$ cat config.mk
export PLATFORM = sky130hd
export DESIGN_NAME = card_cfg_ctrl
export DESIGN_NICKNAME = d
export VERILOG_FILES = /design/src/rtl/card_cfg_pkg.sv /design/src/rtl/card_cfg_regs.sv /design/src/rtl/card_cfg_pwr.sv /design/src/rtl/card_cfg_iodec.sv /design/src/rtl/card_cfg_ctrl.sv
export SDC_FILE = /design/constraint.sdc
export NUM_CORES = 1
export LEC_CHECK = 0
export CAP_MARGIN = 20
export CORE_AREA = 2 2 57 59
export CTS_BUF_LIST = sky130_fd_sc_hd__clkbuf_4 sky130_fd_sc_hd__clkbuf_8 sky130_fd_sc_hd__clkbuf_16
export DETAILED_ROUTE_END_ITERATION = 6
export DIE_AREA = 0 0 59 61
export GPL_ROUTABILITY_DRIVEN = 0
export PLACE_DENSITY = 0.81
export SYNTH_ARGS = -nofsm -noshare
export SYNTH_HDL_FRONTEND = slang
export SYNTH_SLANG_ARGS = --single-unit
$ cat constraint.sdc
create_clock -name clk -period 2.2 [get_ports clk]
set_input_delay 0.22 -clock clk [delete_from_list [all_inputs] [get_ports clk]]
set_output_delay 0.22 -clock clk [all_outputs]
set_load 0.01 [all_outputs]
$ cat src/rtl/card_cfg_pkg.sv
package card_cfg_pkg;

  typedef enum logic [1:0] {
    MAP_MEM    = 2'd0,
    MAP_IO_ANY = 2'd1,
    MAP_IO_PRI = 2'd2,
    MAP_IO_SEC = 2'd3
  } map_mode_e;

  // Fixed I/O windows: 8-byte task file plus 2-byte alternate pair.
  localparam logic [15:0] PRI_MAIN_BASE = 16'h01F0;
  localparam logic [15:0] PRI_ALT_BASE  = 16'h03F6;
  localparam logic [15:0] SEC_MAIN_BASE = 16'h0170;
  localparam logic [15:0] SEC_ALT_BASE  = 16'h0376;

  // Status register bit positions.
  localparam int unsigned ST_CHANGED = 7;
  localparam int unsigned ST_SIGCHG  = 6;
  localparam int unsigned ST_IOIS8   = 5;
  localparam int unsigned ST_PWRDWN  = 2;
  localparam int unsigned ST_INT     = 1;

endpackage

$ cat src/rtl/card_cfg_regs.sv
module card_cfg_regs
  import card_cfg_pkg::*;
#(
  parameter int unsigned ADDR_W   = 10,
  parameter int unsigned IDX_W    = 6,
  parameter logic [9:0]  IDX_ADDR = 10'h200,
  parameter logic [9:0]  ST_ADDR  = 10'h202
) (
  input  logic              clk,
  input  logic              rst_n,
  input  logic              req_valid,
  input  logic              req_write,
  input  logic [ADDR_W-1:0] req_addr,
  input  logic [7:0]        req_wdata,
  input  logic              changed,
  input  logic              int_req,
  output logic              rsp_valid,
  output logic [7:0]        rsp_data,
  output logic [IDX_W-1:0]  cfg_index,
  output logic              sigchg,
  output logic              iois8,
  output logic              pwrdwn,
  output logic              st_wr,
  output logic              st_wr_pd
);

  logic idx_sel, st_sel;
  logic [7:0] rd_mux;

  assign idx_sel  = (req_addr == ADDR_W'(IDX_ADDR));
  assign st_sel   = (req_addr == ADDR_W'(ST_ADDR));
  assign st_wr    = req_valid && req_write && st_sel;
  assign st_wr_pd = req_wdata[ST_PWRDWN];

  always_ff @(posedge clk) begin
    if (!rst_n) begin
      cfg_index <= '0;
      sigchg    <= 1'b0;
      iois8     <= 1'b0;
      pwrdwn    <= 1'b0;
    end else if (req_valid && req_write) begin
      if (idx_sel) cfg_index <= req_wdata[IDX_W-1:0];
      if (st_sel) begin
        sigchg <= req_wdata[ST_SIGCHG];
        iois8  <= req_wdata[ST_IOIS8];
        pwrdwn <= req_wdata[ST_PWRDWN];
      end
    end
  end

  always_comb begin
    rd_mux = 8'h00;
    if (idx_sel) begin
      rd_mux[IDX_W-1:0] = cfg_index;
    end else if (st_sel) begin
      rd_mux[ST_CHANGED] = changed;
      rd_mux[ST_SIGCHG]  = sigchg;
      rd_mux[ST_IOIS8]   = iois8;
      rd_mux[ST_PWRDWN]  = pwrdwn;
      rd_mux[ST_INT]     = int_req;
    end
  end

  always_ff @(posedge clk) begin
    if (!rst_n) begin
      rsp_valid <= 1'b0;
      rsp_data  <= 8'h00;
    end else begin
      rsp_valid <= req_valid && !req_write;
      if (req_valid && !req_write) rsp_data <= rd_mux;
    end
  end

  AST_RSP_AFTER_READ: assert property (@(posedge clk) disable iff (!rst_n)
    (req_valid && !req_write) |=> rsp_valid);
  AST_NO_RSP_ON_WRITE: assert property (@(posedge clk) disable iff (!rst_n)
    !(req_valid && !req_write) |=> !rsp_valid);
  AST_ST_RESERVED_ZERO: assert property (@(posedge clk) disable iff (!rst_n)
    (req_valid && !req_write && st_sel) |=> (rsp_data[4:3] == 2'b00 && !rsp_data[0]));
  AST_IDX_HIGH_ZERO: assert property (@(posedge clk) disable iff (!rst_n)
    (req_valid && !req_write && idx_sel) |=> (rsp_data[7:6] == 2'b00));

endmodule

$ cat src/rtl/card_cfg_pwr.sv
module card_cfg_pwr (
  input  logic clk,
  input  logic rst_n,
  input  logic st_wr,
  input  logic st_wr_pd,
  input  logic cur_pd,
  input  logic pwr_ack,
  input  logic pwr_ack_down,
  output logic ready
);

  logic busy_q;
  logic pd_flip, ack_match;

  assign pd_flip   = st_wr && (st_wr_pd != cur_pd);
  assign ack_match = pwr_ack && (pwr_ack_down == cur_pd);

  always_ff @(posedge clk) begin
    if (!rst_n)         busy_q <= 1'b0;
    else if (pd_flip)   busy_q <= 1'b1;
    else if (ack_match) busy_q <= 1'b0;
  end

  assign ready = !busy_q;

  AST_BUSY_ON_PD_FLIP: assert property (@(posedge clk) disable iff (!rst_n)
    (st_wr && st_wr_pd != cur_pd) |=> !ready);
  AST_NO_BUSY_SAME_PD: assert property (@(posedge clk) disable iff (!rst_n)
    (ready && st_wr && st_wr_pd == cur_pd) |=> ready);
  AST_BUSY_HOLDS: assert property (@(posedge clk) disable iff (!rst_n)
    (!ready && !(pwr_ack && pwr_ack_down == cur_pd)) |=> !ready);
  AST_READY_AFTER_ACK: assert property (@(posedge clk) disable iff (!rst_n)
    (!ready && !st_wr && pwr_ack && pwr_ack_down == cur_pd) |=> ready);

endmodule

$ cat src/rtl/card_cfg_iodec.sv
module card_cfg_iodec
  import card_cfg_pkg::*;
#(
  parameter int unsigned IO_AW = 16
) (
  input  logic             clk,
  input  logic             rst_n,
  input  map_mode_e        mode,
  input  logic [IO_AW-1:0] io_addr,
  input  logic [IO_AW-5:0] io_base,
  output logic             io_hit,
  output logic [2:0]       io_ofs
);

  localparam logic [IO_AW-1:0] PRI_M = IO_AW'(PRI_MAIN_BASE);
  localparam logic [IO_AW-1:0] PRI_A = IO_AW'(PRI_ALT_BASE);
  localparam logic [IO_AW-1:0] SEC_M = IO_AW'(SEC_MAIN_BASE);
  localparam logic [IO_AW-1:0] SEC_A = IO_AW'(SEC_ALT_BASE);

  logic main_any, alt_any, main_fix, alt_fix;

  always_comb begin
    main_any = (io_addr[IO_AW-1:4] == io_base) && !io_addr[3];
    alt_any  = (io_addr[IO_AW-1:4] == io_base) && (io_addr[3:1] == 3'b111);
    main_fix = 1'b0;
    alt_fix  = 1'b0;
    if (mode == MAP_IO_PRI) begin
      main_fix = (io_addr[IO_AW-1:3] == PRI_M[IO_AW-1:3]);
      alt_fix  = (io_addr[IO_AW-1:1] == PRI_A[IO_AW-1:1]);
    end else if (mode == MAP_IO_SEC) begin
      main_fix = (io_addr[IO_AW-1:3] == SEC_M[IO_AW-1:3]);
      alt_fix  = (io_addr[IO_AW-1:1] == SEC_A[IO_AW-1:1]);
    end
  end

  always_comb begin
    io_hit = 1'b0;
    io_ofs = 3'd0;
    unique case (mode)
      MAP_MEM: ;
      MAP_IO_ANY: begin
        if (main_any) begin
          io_hit = 1'b1;
          io_ofs = io_addr[2:0];
        end else if (alt_any) begin
          io_hit = 1'b1;
          io_ofs = {2'b11, io_addr[0]};
        end
      end
      default: begin
        if (main_fix) begin
          io_hit = 1'b1;
          io_ofs = io_addr[2:0];
        end else if (alt_fix) begin
          io_hit = 1'b1;
          io_ofs = {2'b11, io_addr[0]};
        end
      end
    endcase
  end

  AST_MEM_NEVER_HITS: assert property (@(posedge clk) disable iff (!rst_n)
    (mode == MAP_MEM) |-> !io_hit);
  AST_MISS_OFS_ZERO: assert property (@(posedge clk) disable iff (!rst_n)
    !io_hit |-> (io_ofs == 3'd0));

endmodule

$ cat src/rtl/card_cfg_ctrl.sv
module card_cfg_ctrl
  import card_cfg_pkg::*;
#(
  parameter int unsigned ADDR_W = 10,
  parameter int unsigned IDX_W  = 6,
  parameter int unsigned IO_AW  = 16
) (
  input  logic              clk,
  input  logic              rst_n,
  input  logic              req_valid,
  output logic              req_ready,
  input  logic              req_write,
  input  logic [ADDR_W-1:0] req_addr,
  input  logic [7:0]        req_wdata,
  output logic              rsp_valid,
  output logic [7:0]        rsp_data,
  input  logic              rdy_chg,
  input  logic              wp_chg,
  input  logic              irq_pending,
  input  logic              irq_enable,
  input  logic              pwr_ack,
  input  logic              pwr_ack_down,
  input  logic [IO_AW-1:0]  io_addr,
  input  logic [IO_AW-5:0]  io_base,
  output logic              stschg_n,
  output logic              rdy_bsy,
  output logic              pwr_down_req,
  output logic              io_hit,
  output logic [2:0]        io_ofs
);

  logic [IDX_W-1:0] cfg_index;
  logic sigchg, iois8, pwrdwn, st_wr, st_wr_pd;
  logic changed, int_req;
  map_mode_e mode;

  assign req_ready = 1'b1;
  assign changed   = rdy_chg | wp_chg;
  assign int_req   = irq_pending & irq_enable;
  assign mode      = map_mode_e'(cfg_index[1:0]);

  card_cfg_regs #(
    .ADDR_W(ADDR_W),
    .IDX_W (IDX_W)
  ) regs_i (
    .clk      (clk),
    .rst_n    (rst_n),
    .req_valid(req_valid),
    .req_write(req_write),
    .req_addr (req_addr),
    .req_wdata(req_wdata),
    .changed  (changed),
    .int_req  (int_req),
    .rsp_valid(rsp_valid),
    .rsp_data (rsp_data),
    .cfg_index(cfg_index),
    .sigchg   (sigchg),
    .iois8    (iois8),
    .pwrdwn   (pwrdwn),
    .st_wr    (st_wr),
    .st_wr_pd (st_wr_pd)
  );

  card_cfg_pwr pwr_i (
    .clk         (clk),
    .rst_n       (rst_n),
    .st_wr       (st_wr),
    .st_wr_pd    (st_wr_pd),
    .cur_pd      (pwrdwn),
    .pwr_ack     (pwr_ack),
    .pwr_ack_down(pwr_ack_down),
    .ready       (rdy_bsy)
  );

  card_cfg_iodec #(
    .IO_AW(IO_AW)
  ) dec_i (
    .clk    (clk),
    .rst_n  (rst_n),
    .mode   (mode),
    .io_addr(io_addr),
    .io_base(io_base),
    .io_hit (io_hit),
    .io_ofs (io_ofs)
  );

  // Status-change pin: only asserted in an I/O map with signalling enabled.
  assign stschg_n     = !(changed && sigchg && (mode != MAP_MEM));
  assign pwr_down_req = pwrdwn;

  AST_STSCHG_MEM_HIGH: assert property (@(posedge clk) disable iff (!rst_n)
    (mode == MAP_MEM) |-> stschg_n);
  AST_STSCHG_NEEDS_SIGCHG: assert property (@(posedge clk) disable iff (!rst_n)
    !sigchg |-> stschg_n);
  AST_REQ_ALWAYS_READY: assert property (@(posedge clk) disable iff (!rst_n)
    req_ready);

endmodule

==> metrics list <==
- Arrival time at the worst endpoint: 1.90 ns
- Net count reported at finish: 258
- After synthesis, the mean cell area works out to 9.11 um^2.
- Fraction of final layout cells with drive strength greater than 1: 13.4%
- Tot GR Track Use: 19.8%
- The synthesized netlist occupies a cell area of 1080 um^2.
- Leaving out fill and tap cells, the most frequent cells in the layout are 66 x sky130_fd_sc_hd__clkdlybuf4s50_1, 19 x sky130_fd_sc_hd__dfxtp_1, 15 x sky130_fd_sc_hd__nor2_1, 12 x sky130_fd_sc_hd__xor2_1, 12 x sky130_fd_sc_hd__buf_4.
- Crit path buf inv count: 2
- After filler insertion, the fill cell instance count of the layout stands at 256.
- Overall via count from detail_route: 1,200
* DP Worst Slack: -0.423 ns
- Die Wd: 59 um
* CTS tree: yes
- Count of H-tree levels built during CTS: 1
- The initial antenna violation count came to 0.
- Hold is met by 0.460 ns.
* Count of non-filler cells in the finished layout: 234
- Vias in the first global route: 1,255
* Maximum vdd drop: 0.285 mV
- Most common cell after layout, fill and taps aside: sky130_fd_sc_hd__clkdlybuf4s50_1
* Required time at the worst-slack endpoint: 1.98 ns
- Synthesis produced 119 cells.
- Compared with the post-synthesis result, the final layout area differs by 77.3%.
* Antenna diode count: 0
* Power Dens Cells: 364 nW/um^2
- The first global-routing pass estimated 5480 um of wire.
* Clock skew: 0.000846 ns
- For this design the top-level I/O count stands at 73.
- The tree built by TritonCTS fans out to 19 sinks.
- Maximum clock path buffer count: 2
* Post-layout min period: 2.12 ns
* Starting Density: 36.7%
- After detailed routing, the number of remaining DRC violations is 0.
* FMAX: 0.471 GHz
- In this run the post-CTS setup repair buffer count came out at 0.
- Among cell families on the critical path, the largest total delay comes from simple AND/OR/NAND/NOR gates.
- Delay of the slowest cell on the worst path: 0.54 ns
* Static leakage power: 0.000826 uW
- Setup violations remaining at the end of the flow were counted as 0.
- The region available for standard cell placement spans 2950 um^2.
- Syn_nets: 175
- Yosys printed 0 warnings.
* Clock latency at the later pin of the worst-skew pair: 0.30 ns
- Hold Fails Final Rpt: 0
* Type of the setup path with the least slack: in -> out
- Fin. max-slew vios: 0
* Critical path endpoint category: output port
- After detailed routing, the total wire length is 3370 um.
* Synth area leader: sky130_fd_sc_hd__dfxtp_1
- Along the worst path, the maximum fanout reaches 3.
- The first detailed-routing pass took 4 iterations.
- Summed over all nets, the half-perimeter wirelength after detailed placement is 2710 um.
* Worst path setup slack after routing: 0.0775 ns
- Unique masters post-synth: 33
* Overall die height: 61 um
* Post-synthesis sequential area ratio: 35.1%
- Clock slew at the register clock pins of the worst setup and hold paths: 0.11 ns
- Number of DRC violations after detailed-routing iteration 0: 70
* Die Footprint: 3600 um^2
- Input and output buffers added on the ports amount to 70.
* Class of the most critical hold timing path: reg -> reg
- Once placement completed, the tool counted placed cells totaling 230.
- The cell sitting at the root of the clock tree is a sky130_fd_sc_hd__clkbuf_4.
* TritonCTS Buffers: 3
* Yosys reg bits: 19
- Cell with the biggest individual delay on the critical path: sky130_fd_sc_hd__or4b_4
* Remaining global-route overflow: 0
- Post-detailed-route count of antenna-violating nets: 0
* Via density: 5.13
- The run finished with clean final reports.
- Traced cell by cell, the critical path runs through clkdlybuf4s50_1 -> or4b_4 -> nor4_4 -> o21ai_1 -> a21boi_1 -> buf_2.
- In this run the core area contains 20 standard-cell rows.
- Yosys attributes the largest share of cell area to sky130_fd_sc_hd__dfxtp_1 35%, sky130_fd_sc_hd__mux2i_1 10%, sky130_fd_sc_hd__xor2_1 9.7%, sky130_fd_sc_hd__nor2_1 5.2%, sky130_fd_sc_hd__a2bb2oi_1 3.2%.
- Share of the synthesized area in the top cell type: 35.1%
- STA classifies the critical path startpoint as an input pin.
- After detailed routing, the average wire length per cell comes to 14.4 um.
- Dividing the final minimum period by the clock period gives 96.5%.
- Largest net degree at the start of global routing: 18
- The tool flagged a number of max-cap violations equal to 0.
-- cell usage after synthesis, drive strengths merged --
cell      n
buf       1
nor4      5
nand2     9
clkbuf    3
nand4b    2
dfxtp    19
or4b      2
nor2     15
o21a      1
and3b     1
or3b      3
a21boi    3
a21oi     5
o21ai     4
xnor2     3
nand2b    2
conb      1
mux2i    11
and3      1
clkinv    1
a2bb2oi   4
o221ai    1
and2      1
nand4     3
nor2b     2
xor2     12
inv       2
a31oi     1
nor3      1
-- registers in the layout, indices dropped and copies added (netlist names) --
register,flops
pwr_i.busy_q,1
regs_i.rsp_valid,1
regs_i.cfg_index,6
regs_i.iois8,1
regs_i.pwrdwn,1
regs_i.rsp_data,8
regs_i.sigchg,1
-- layer usage --
| metal | GRT usage, % | routed length [um] | vias to the layer above |
|---|---|---|---|
| li1 | - | - | 582 |
| met1 | 22.8 | 1420 | 553 |
| met2 | 38.4 | 1640 | 58 |
| met3 | 2.35 | 257 | 7 |
| met4 | 5.19 | 42 | 0 |
| met5 | 0 | 0 | - |
-- cell type report --
type / count / area (um^2) / share of cell area (%)
clock buffers: 3 / 22.5 / 1.17
inverters: 3 / 11.3 / 0.586
repair buffers: 82 / 771 / 40.1
flip-flops and latches: 19 / 380 / 19.8
clock inverters: 1 / 5.00 / 0.261
multi-input cells: 93 / 689 / 35.9
well taps: 33 / 41.3 / 2.15
-- final timing paths --
check | from | end | slack [ns] | cells past startpoint
min | regs_i.rsp_data[4] | regs_i.rsp_data[4] | 0.46 | 2
min reg2reg | regs_i.rsp_data[4] | regs_i.rsp_data[4] | 0.46 | 2
max | io_addr[14] | io_ofs[1] | 0.08 | 6
max reg2reg | regs_i.cfg_index[1] | regs_i.rsp_data[1] | 1.15 | 5
-- report_power, final --
group | leakage, uW | internal [uW] | total (uW) | switching, uW
clock | 0.0000177 | 67.8 | 177 | 109
combinational | 0.000655 | 119 | 178 | 59.7
sequential | 0.000153 | 345 | 345 | 0.175
total | 0.000826 | 531 | 700 | 169
-- worst register-to-register path: stages, from the launching register on --
cell	delay [ns]
sky130_fd_sc_hd__dfxtp_1	0.33
sky130_fd_sc_hd__buf_4	0.15
sky130_fd_sc_hd__nor2b_1	0.12
sky130_fd_sc_hd__a31oi_1	0.13
sky130_fd_sc_hd__o21ai_0	0.08
sky130_fd_sc_hd__and2_1	0.15
-- metrics by stage --
stage	util, %	TNS [ns]	instance area, um^2	power, uW
2_1_floorplan	-	0	1080	396
3_3_place_gp	64.2	-1.02	1900	523
3_5_place_dp	64.2	-1.39	1900	528
4_1_cts	65.6	-0.0124	1940	701
5_1_grt	65.0	-0.0131	1920	728
6_report	65.0	0	1920	700
-- repair_timing --
action / 4_1_cts / 5_1_grt
gates resized for setup: 12 / 7
pin swaps: 0 / 6
endpoints found under the setup margin: 4 / 4
hold buffers: 0 / 0
hold endpoints to repair: 0 / 0
-- logic make-up after synthesis --
kind of cell           after synthesis  share of synthesized area (%)
other                                1                          0.346
AND/OR/NAND/NOR                     47                           27.9
AO/OA/AOI/OAI                       19                           11.5
flip-flops                          19                           35.1
XOR/XNOR                            15                           12.1
buffers and inverters                7                           2.77
multiplexers                        11                           10.2
Note: power is estimated with default switching activity, not from simulation.
